## src/rtl/atafe_pkg.sv

```systemverilog
package atafe_pkg;

  typedef enum logic [1:0] {
    SEL_DATA = 2'd0,
    SEL_TASK = 2'd1,
    SEL_CTRL = 2'd2
  } drv_sel_e;

  typedef struct packed {
    logic data;
    logic task_f;
    logic ctrl;
    logic timing;
    logic irq;
  } hit_t;

  // Keep only the bytes an access of the given size carries (little-endian).
  function automatic logic [31:0] trim_to_size(input logic [31:0] v,
                                                input logic [2:0] sz);
    case (sz)
      3'd1:    trim_to_size = {24'h0, v[7:0]};
      3'd2:    trim_to_size = {16'h0, v[15:0]};
      default: trim_to_size = v;
    endcase
  endfunction

endpackage

```

## src/rtl/atafe_decode.sv

```systemverilog
module atafe_decode
  import atafe_pkg::*;
#(
  parameter int ADDR_W     = 12,
  parameter int SLOT_SHIFT = 4,
  parameter int IDX_DATA   = 'h00,
  parameter int IDX_TF_LO  = 'h01,
  parameter int IDX_TF_HI  = 'h07,
  parameter int IDX_CTRL_A = 'h08,
  parameter int IDX_CTRL_B = 'h16,
  parameter int IDX_TIMING = 'h20,
  parameter int IDX_IRQ    = 'h30,
  localparam int IDX_W     = ADDR_W - SLOT_SHIFT
) (
  input  logic [ADDR_W-1:0] addr,
  input  logic [2:0]        size,
  output logic [IDX_W-1:0]  slot,
  output hit_t              hit,
  output logic              miss
);
  logic sz1, sz2, sz4;

  assign slot = addr[ADDR_W-1:SLOT_SHIFT];
  assign sz1  = (size == 3'd1);
  assign sz2  = (size == 3'd2);
  assign sz4  = (size == 3'd4);

  always_comb begin
    hit.data   = (slot == IDX_W'(IDX_DATA)) && (sz2 || sz4);
    hit.task_f = (slot >= IDX_W'(IDX_TF_LO)) && (slot <= IDX_W'(IDX_TF_HI)) && sz1;
    hit.ctrl   = ((slot == IDX_W'(IDX_CTRL_A)) || (slot == IDX_W'(IDX_CTRL_B))) && sz1;
    hit.timing = (slot == IDX_W'(IDX_TIMING)) && sz4;
    hit.irq    = (slot == IDX_W'(IDX_IRQ)) && sz4;
  end

  assign miss = ~|hit;
endmodule

```

## src/rtl/atafe_irq_image.sv

```systemverilog
module atafe_irq_image #(
  parameter int NUM_LINES = 2,
  parameter int DATA_W    = 32
) (
  input  logic                 clk,
  input  logic                 rst_n,
  input  logic [NUM_LINES-1:0] lines,
  input  logic                 clr_top,
  output logic [NUM_LINES-1:0] line_q,
  output logic [NUM_LINES-1:0] line_evt,
  output logic [DATA_W-1:0]    image
);
  logic [NUM_LINES-1:0] state;

  assign line_evt = lines ^ line_q;

  always_ff @(posedge clk) begin
    if (!rst_n) line_q <= '0;
    else        line_q <= lines;
  end

  for (genvar n = 0; n < NUM_LINES; n++) begin : g_line
    if (n == 0) begin : g_clearable
      always_ff @(posedge clk) begin
        if (!rst_n)           state[n] <= 1'b0;
        else if (line_evt[n]) state[n] <= lines[n];
        else if (clr_top)     state[n] <= 1'b0;
      end
    end else begin : g_mirror
      always_ff @(posedge clk) begin
        if (!rst_n)           state[n] <= 1'b0;
        else if (line_evt[n]) state[n] <= lines[n];
      end
    end
  end

  always_comb begin
    image = '0;
    for (int n = 0; n < NUM_LINES; n++) image[DATA_W-1-n] = state[n];
  end
endmodule

```

## src/rtl/atafe_frontend.sv

```systemverilog
module atafe_frontend
  import atafe_pkg::*;
#(
  parameter int ADDR_W     = 12,
  parameter int SLOT_SHIFT = 4,
  parameter int NUM_LINES  = 2,
  localparam int DATA_W    = 32,
  localparam int IDX_W     = ADDR_W - SLOT_SHIFT
) (
  input  logic              clk,
  input  logic              rst_n,
  input  logic              bus_req,
  input  logic              bus_we,
  input  logic [ADDR_W-1:0] bus_addr,
  input  logic [2:0]        bus_size,
  input  logic [DATA_W-1:0] bus_wdata,
  output logic [DATA_W-1:0] bus_rdata,
  output logic              bus_rvalid,
  output logic              drv_rd,
  output logic              drv_wr,
  output logic [1:0]        drv_sel,
  output logic [2:0]        drv_tf_idx,
  output logic              drv_wide,
  output logic [DATA_W-1:0] drv_wdata,
  input  logic [DATA_W-1:0] drv_rdata,
  input  logic              irq_dma_lvl,
  input  logic              irq_disk_lvl,
  output logic              irq_dma_out,
  output logic              irq_disk_out
);
  hit_t                 hit;
  logic [IDX_W-1:0]     slot;
  logic                 miss;
  logic                 rd_strobe, wr_strobe, fwd;
  logic                 timing_wr, irq_clr;
  logic [DATA_W-1:0]    timing_q;
  logic [DATA_W-1:0]    irq_image;
  logic [NUM_LINES-1:0] lines, line_q, line_evt;
  logic [DATA_W-1:0]    rd_next;

  atafe_decode #(.ADDR_W(ADDR_W), .SLOT_SHIFT(SLOT_SHIFT)) i_decode (
    .addr(bus_addr), .size(bus_size), .slot(slot), .hit(hit), .miss(miss)
  );

  assign rd_strobe = bus_req && !bus_we;
  assign wr_strobe = bus_req && bus_we;
  assign fwd       = hit.data || hit.task_f || hit.ctrl;

  // Drive-side port: strobes in the access cycle.
  assign drv_rd     = rd_strobe && fwd;
  assign drv_wr     = wr_strobe && fwd;
  assign drv_sel    = hit.data ? SEL_DATA : (hit.task_f ? SEL_TASK : SEL_CTRL);
  assign drv_tf_idx = hit.task_f ? slot[2:0] : 3'd0;
  assign drv_wide   = hit.data && (bus_size == 3'd4);
  assign drv_wdata  = trim_to_size(bus_wdata, bus_size);

  // Timing register.
  assign timing_wr = wr_strobe && hit.timing;
  always_ff @(posedge clk) begin
    if (!rst_n)         timing_q <= '0;
    else if (timing_wr) timing_q <= bus_wdata;
  end

  // Interrupt image.
  assign irq_clr = wr_strobe && hit.irq && bus_wdata[DATA_W-1];
  assign lines   = NUM_LINES'({irq_disk_lvl, irq_dma_lvl});

  atafe_irq_image #(.NUM_LINES(NUM_LINES), .DATA_W(DATA_W)) i_irq (
    .clk(clk), .rst_n(rst_n), .lines(lines), .clr_top(irq_clr),
    .line_q(line_q), .line_evt(line_evt), .image(irq_image)
  );

  assign irq_dma_out  = irq_dma_lvl;
  assign irq_disk_out = irq_disk_lvl;

  // Registered read path.
  always_comb begin
    if (hit.data || hit.task_f || hit.ctrl) rd_next = trim_to_size(drv_rdata, bus_size);
    else if (hit.timing)                    rd_next = timing_q;
    else if (hit.irq)                       rd_next = irq_image;
    else                                    rd_next = '1;
  end

  always_ff @(posedge clk) begin
    if (!rst_n) begin
      bus_rvalid <= 1'b0;
      bus_rdata  <= '0;
    end else begin
      bus_rvalid <= rd_strobe;
      if (rd_strobe) bus_rdata <= rd_next;
    end
  end
endmodule

```

## config.mk

```make
export PLATFORM = sky130hd
export DESIGN_NAME = atafe_frontend
export DESIGN_NICKNAME = d
export VERILOG_FILES = /design/src/rtl/atafe_pkg.sv /design/src/rtl/atafe_decode.sv /design/src/rtl/atafe_irq_image.sv /design/src/rtl/atafe_frontend.sv
export SDC_FILE = /design/constraint.sdc
export NUM_CORES = 1
export LEC_CHECK = 0
export ABC_AREA = 0
export BUFFER_PORTS_ARGS = -buffer_cell sky130_fd_sc_hd__buf_2
export CORE_ASPECT_RATIO = 1.5
export CORE_MARGIN = 1
export CORE_UTILIZATION = 51
export CTS_CLUSTER_SIZE = 14
export DETAILED_ROUTE_END_ITERATION = 7
export GPL_ROUTABILITY_DRIVEN = 0
export PLACE_DENSITY = 0.85
export SLEW_MARGIN = 10
export SYNTH_ARGS = -nofsm -noshare
export SYNTH_HDL_FRONTEND = slang
export SYNTH_SLANG_ARGS = --single-unit
```

## constraint.sdc

```tcl
create_clock -name clk -period 3.37 [get_ports clk]
set_clock_uncertainty 0.2 [all_clocks]
set_input_delay 0.5055 -clock clk [delete_from_list [all_inputs] [get_ports clk]]
set_output_delay 0.5055 -clock clk [all_outputs]
set_load 0.005 [all_outputs]
```

Yosys cells after proc, flatten, opt, wreduce, memory -nomap -nowiden
Cells that the tools add are included.
{ "totals": {"output_inout_bits": 75, "input_bits": 85, "register_bits": 69} }
{ "op_classes": {"mux": 10, "n_eq_ne": 7, "order_cmp": 2, "reduce_logical": 21, "n_bitwise": 1} }
{ "op_table": {"columns": ["cell", "n"], "rows": [
  ["case mux 32 bit (2 select lines)", 2],
  ["2-to-1 mux 32 bit", 3],
  ["== test 8 x 6 -> 1 bit (second input constant)", 2],
  ["logical AND 1 bit", 14],
  ["== test 8 x 4 -> 1 bit (second input constant)", 1],
  ["== test 8 x 5 -> 1 bit (second input constant)", 1],
  ["greater-or-equal comparator 8 x 1 -> 1 bit (second input constant)", 1],
  ["less-or-equal comparator 8 x 3 -> 1 bit (second input constant)", 1],
  ["zero test 8 bit", 1],
  ["logical OR 1 bit", 4],
  ["2-to-1 mux 2 bit", 2],
  ["== test 3 x 1 -> 1 bit (second input constant)", 1],
  ["== test 3 x 2 -> 1 bit (second input constant)", 1],
  ["== test 3 bit (second input constant)", 1],
  ["2-to-1 mux 3 bit", 1],
  ["2-to-1 mux 1 bit", 2],
  ["nonzero test 2 bit", 1],
  ["XOR 2 bit", 1],
  ["zero test 1 bit", 1]
]} }

Longest topological paths before layout
{ "depth": {"ltp_word": 6, "ltp_mapped": 7, "mapped_depth_nobuf": 6} }

Cells and area by module
Synthesis repeated with hierarchy kept, for this count alone.
{ "unflattened": {"cells_unflattened": 455, "hier_area_um2": 3821.2} }
{ "by_module_without_submodules": {"columns": ["mod", "area_per_inst_um2", "cells_each", "instances"], "rows": [
  ["atafe_frontend", 3209.3, 380, 1],
  ["atafe_irq_image", 406.6, 49, 1],
  ["atafe_decode", 205.2, 26, 1]
]} }

Worst setup path before layout
OpenSTA, ideal clock, no wires.
{ "synth_timing": {"path_kind": "input to output", "startpoint": "in bus_addr[9]", "endpoint": "out drv_wr", "cell_stages": 5, "t_required_ps": 2664, "slack_ps": 797, "t_arrival_ps": 1867, "n_path_buf": 1, "path_cell_list": "or3_1 > or3_1 > clkbuf_1 > o21ai_4 > and3_1"} }
{ "synth_via": {"elab_chain_cells": 6} }
{ "synth_lines": {"columns": ["item", "line", "rtl"], "rows": [
  ["from (decl)", "atafe_frontend.sv:14", "input logic [ADDR_W-1:0] bus_addr,"],
  ["greater-or-equal comparator 8 x 1 -> 1 bit or less-or-equal comparator 8 x 3 -> 1 bit (tied branches)", "atafe_decode.sv:30", "hit.task_f = (slot >= IDX_W'(IDX_TF_LO)) && (slot <= IDX_W'(IDX_TF_HI)) && sz1;"],
  ["logical AND 1 bit (2 in a row)", "atafe_decode.sv:30", null],
  ["logical OR 1 bit", "atafe_frontend.sv:47", "assign fwd = hit.data || hit.task_f || hit.ctrl;"],
  ["logical OR 1 bit (*)", "atafe_frontend.sv:47", null],
  ["logical AND 1 bit (*)", "atafe_frontend.sv:51", "assign drv_wr = wr_strobe && fwd;"],
  ["to (decl)", "atafe_frontend.sv:20", "output logic drv_wr,"]
]} }
Every way passes the cells marked *; elsewhere a longest branch is shown, timed or not.

Worst setup path after layout
{ "layout_timing": {"startpoint": "in bus_addr[5]", "endpoint": "out drv_wr"} }
The elaborated chain is that of the path after synthesis.

==> summary.txt <==
Outcome
  – Result of the run: finished, violations left
  – Violated checks: DRC

Route
  – Number of violations reported at the end of detailed-routing iteration 0: ~270
  – # DRC: 2
  – Final antenna-violating net count: 0
  – Post-Route WL: between 9000 and 10,000 um
  – Routed via count divided by cell count: ~5.7
  – Vias after detailed routing: about 3,700
  – Pre-antenna DRT Iters: 8
  – Wirelength per Cell: about 15 um

Worst setup path
  – CP Data Arrival Time: 2.16 ns
  – Most Frequent Cell on Critical Path: sky130_fd_sc_hd__buf_2
  – Delay of the slowest cell on the worst path: ~0.6 ns
  – Crit path buf inv count: 2
  – Cell type of the slowest stage on the worst timing path: sky130_fd_sc_hd__a2111o_1
  – Required time reported for the critical path endpoint: 2.66 ns
  – Element type at the critical path end: output port
  – Critical Path, Cell by Cell: buf_2, or4b_1, a2111o_1, o21ai_4, and3_1, buf_2
  – Kind of start point of the critical path: primary input
  – CP Class: in2out
  – Cell family contributing the most delay on the critical path: compound AO/OA/AOI/OAI gates
  – Maximum fanout encountered on the critical timing path: 10

Final layout
  – Layout cells sized above 1: 0.329
  – Commonest non-fill, non-tap cells in the layout: sky130_fd_sc_hd__buf_2 (155), sky130_fd_sc_hd__nand2_1 (90), sky130_fd_sc_hd__dfxtp_1 (69)
  – Area added between synthesis and finish: 26.3%
  – Final non-filler cell area: about 4600 sq um
  – Most common library cell in the layout ignoring fill and taps: sky130_fd_sc_hd__buf_2
  – Area taken by multi-input logic gates: a little under 2000 sq um
  – Number of standard cells in the final layout excluding fillers: roughly 660
  – Area used by sequential logic in the layout: between 1000 and 1500 sq um
  – Antenna Diode Count: 0
  – Filler cell count: 574
  – Number of nets in the layout: ~660

STA
  – Final critical delay including setup and external delays: between 2 and 3 ns
  – Number of pins exceeding their max-slew limit in the final report: 0
  – Share of the clock period used by the worst path after layout: 0.851
  – Slew @ Worst Pin: roughly 0.8 ns
  – Final Worst Setup Slack: approximately 0.50 ns
  – Final Hold Violating Endpoints: 0
  – Final setup viols: 0
  – Setup Total Neg Slack: 0 ns
  – Top achievable clock speed: between 0.3 and 0.4 GHz
  – Setup repair after global routing missed its margin: no
  – Worst relative slew slack: 0.472

Global routing
  – M3 GR Usage: 0.0354
  – Wire length of the first global-routing pass: 15,600 um
  – Met2 demand-to-capacity share in global routing: 0.468
  – Overall overflow remaining after global route: 0
  – Global routing met1 resource utilization: 0.295
  – Busiest layer in global routing: met2
  – Number of antenna violations at the first check in global routing: 0
  – GRT Overall Usage: 0.260
  – Vias in the first global route: 3,487
  – Maximum number of pins on one net before global-route repair: 47

Die
  – Number of cell rows: 37
  – Die ar.: 7460 sq um
  – Height of the chip: ~110 um
  – Starting density of the core: 0.529
  – Core region area: just under 7000 sq um
  – Total I/O pin count: 160
  – Die Wd: just over 70 um

Clock tree
  – Number of buffers added to fix hold violations after cts: 0
  – Worst skew pair latency: 0.35 ns
  – Clock transition at the register clock pins on the worst setup and hold paths after CTS: roughly 0.08 ns
  – Master cell of the clock root buffer: sky130_fd_sc_hd__clkbuf_8
  – CTS Buf Count: 9
  – CTS H-tree depth: 3
  – Num Clock Sinks: 69
  – Number of buffers between clock root and the deepest sink: 2
  – Gates resized, CTS repair: 0
  – TritonCTS clock tree: yes
  – Post-CTS repair timing setup buffer count: 0

Synth
  – Mean area per synthesized cell: ~8.1 sq um
  – Leading post-synthesis cells by cell area: sky130_fd_sc_hd__dfxtp_1 (38%), sky130_fd_sc_hd__nand2_1 (9.3%), sky130_fd_sc_hd__a21boi_0 (5.4%)
  – Post-Synthesis Net Count: 533
  – Proportion of synthesized chip area in sequential cells: 0.381
  – Number of instances in the synthesized netlist: around 450
  – Post-Synthesis Cell Area: 3620 sq um
  – Distinct cells, synth: 42
  – Number of synthesis warnings: 0
  – Flip-flop and latch count after synthesis: between 60 and 70
  – Most frequently used flop master after synthesis: sky130_fd_sc_hd__dfxtp_1
  – Area share of the leading cell type in the synthesized netlist: 0.381
  – Share of flip-flops with an asynchronous set or reset after synthesis: 0
  – Post-synth top area cell: sky130_fd_sc_hd__dfxtp_1
  – Number of enable flip-flop cells after synthesis: 0

Pwr
  – Power dissipated by switching net loads: between 0.4 and 0.5 mW
  – VDD IR-drop max: 0.302 mV
  – Leakage power of the design: about 1.9 nW
  – Part of the power in the clock network: 0.400
  – Cell-internal power: ~1.4 mW
  – Power per Cell Area: approximately 410 nW/um^2
  – Switching portion of total power: 0.257
  – Power share of the sequential group: 0.461
  – Logic pwr share: 0.139

Placed design
  – DPL Wire Length: a little under 7000 um
  – Area after detailed placement: approximately 4400 sq um
  – Placed cells: ~640
  – Buffers on Ports: 155
  – Worst-case setup slack after placement: 0.509 ns

Flow run
  – Max_cap viols: 0

Min path
  – Worst Hold Class: in2reg
[path summary, 6_finish.rpt]
path | slack [ns] | to | from | cells after the start
max reg2reg | 1.71 | i_irq.image[31]$_SDFFE_PN0P_ | i_irq.line_q[0]$_SDFF_PN0_ | 6
min | 0.21 | timing_q[9]$_SDFFE_PN0P_ | bus_wdata[9] | 3
max | 0.50 | drv_wr | bus_addr[5] | 6
min reg2reg | 0.25 | timing_q[10]$_SDFFE_PN0P_ | timing_q[10]$_SDFFE_PN0P_ | 2
[cell type report]
class | count | share of cell area
clock buffer | 9 | 0.0271
clock inverter | 7 | 0.0216
multi-input combinational | 325 | 0.432
inverter | 3 | 0.00246
sequential | 69 | 0.302
tap | 78 | 0.0213
timing repair buffer | 168 | 0.193
[layer usage]
| metal | wire length, um | share of wire |
|---|---|---|
| met2 | 5040 | 0.52 |
| met4 | 218 | 0.023 |
| met3 | 476 | 0.049 |
| met5 | 0 | 0 |
| met1 | 3910 | 0.41 |
[worst reg2reg max path, delay by kind of cell (launching register included)]
kind	cells	cell delay [ns]
buffers and inverters	2	0.09
muxes	1	0.35
DFF	1	0.32
AOI/OAI and AO/OA	1	0.18
adders and majority gates	1	0.28
and+or+nand+nor	1	0.15
[power groups by stage]
stage / combinational [mW] / sequential [mW] / clock (mW)
final: 0.261 / 0.869 / 0.753
after global routing: 0.287 / 0.872 / 0.789
after CTS: 0.261 / 0.869 / 0.761
after detailed placement: 0.259 / 0.888 / 0
after global placement: 0.253 / 0.886 / 0
after floorplan: 0.125 / 0.890 / 0
[cell usage after synthesis, types with 2 or more instances]
master / instances
sky130_fd_sc_hd__a21oi_1: 9
sky130_fd_sc_hd__nand2_1: 90
sky130_fd_sc_hd__buf_4: 10
sky130_fd_sc_hd__and3_1: 4
sky130_fd_sc_hd__o211ai_1: 16
sky130_fd_sc_hd__buf_6: 3
sky130_fd_sc_hd__nand3_1: 2
sky130_fd_sc_hd__mux2_2: 3
sky130_fd_sc_hd__o221ai_1: 8
sky130_fd_sc_hd__or3_1: 2
sky130_fd_sc_hd__xor2_1: 2
sky130_fd_sc_hd__a21boi_0: 26
sky130_fd_sc_hd__a21boi_1: 6
sky130_fd_sc_hd__buf_2: 4
sky130_fd_sc_hd__inv_1: 3
sky130_fd_sc_hd__a31oi_1: 8
sky130_fd_sc_hd__dfxtp_1: 69
sky130_fd_sc_hd__and4_1: 2
sky130_fd_sc_hd__nor3b_1: 3
sky130_fd_sc_hd__and2_1: 29
sky130_fd_sc_hd__clkbuf_1: 32
sky130_fd_sc_hd__nand2b_1: 2
sky130_fd_sc_hd__o2111ai_1: 16
sky130_fd_sc_hd__nor3_1: 4
sky130_fd_sc_hd__a22oi_1: 8
sky130_fd_sc_hd__nor2b_1: 31
sky130_fd_sc_hd__o21ai_0: 32
sky130_fd_sc_hd__nand4_1: 9
[flip-flops by register name (all words and copies together) (netlist names)]
| signal | count |
|---|---|
| timing_q | 32 |
| bus_rdata | 32 |
| i_irq.image | 2 |
| i_irq.line_q | 2 |
| bus_rvalid | 1 |
[per-stage QoR]
stage / utilization / hold WS, ns / total power, mW
detailed placement: 0.636 / 0.242 / 1.15
global placement: 0.636 / 0.236 / 1.14
CTS: 0.668 / 0.202 / 1.89
global route: 0.668 / 0.213 / 1.95
floorplan: - / 0.226 / 1.02
finish: 0.668 / 0.209 / 1.88
[kinds of logic (layout without fill, tap and decap cells)]
group                      after synthesis  count (layout)  synth area share
DFF                                     69              69             0.381
muxes                                    3               3           0.00932
AOI/OAI and AO/OA                      134             134             0.263
xor gates and xnor gates                 2               2           0.00483
and+or+nand+nor                        184             184             0.263
buffers and inverters                   53             187            0.0728
adders and majority gates                2               2           0.00621
Power figures use the tool's default switching activity.
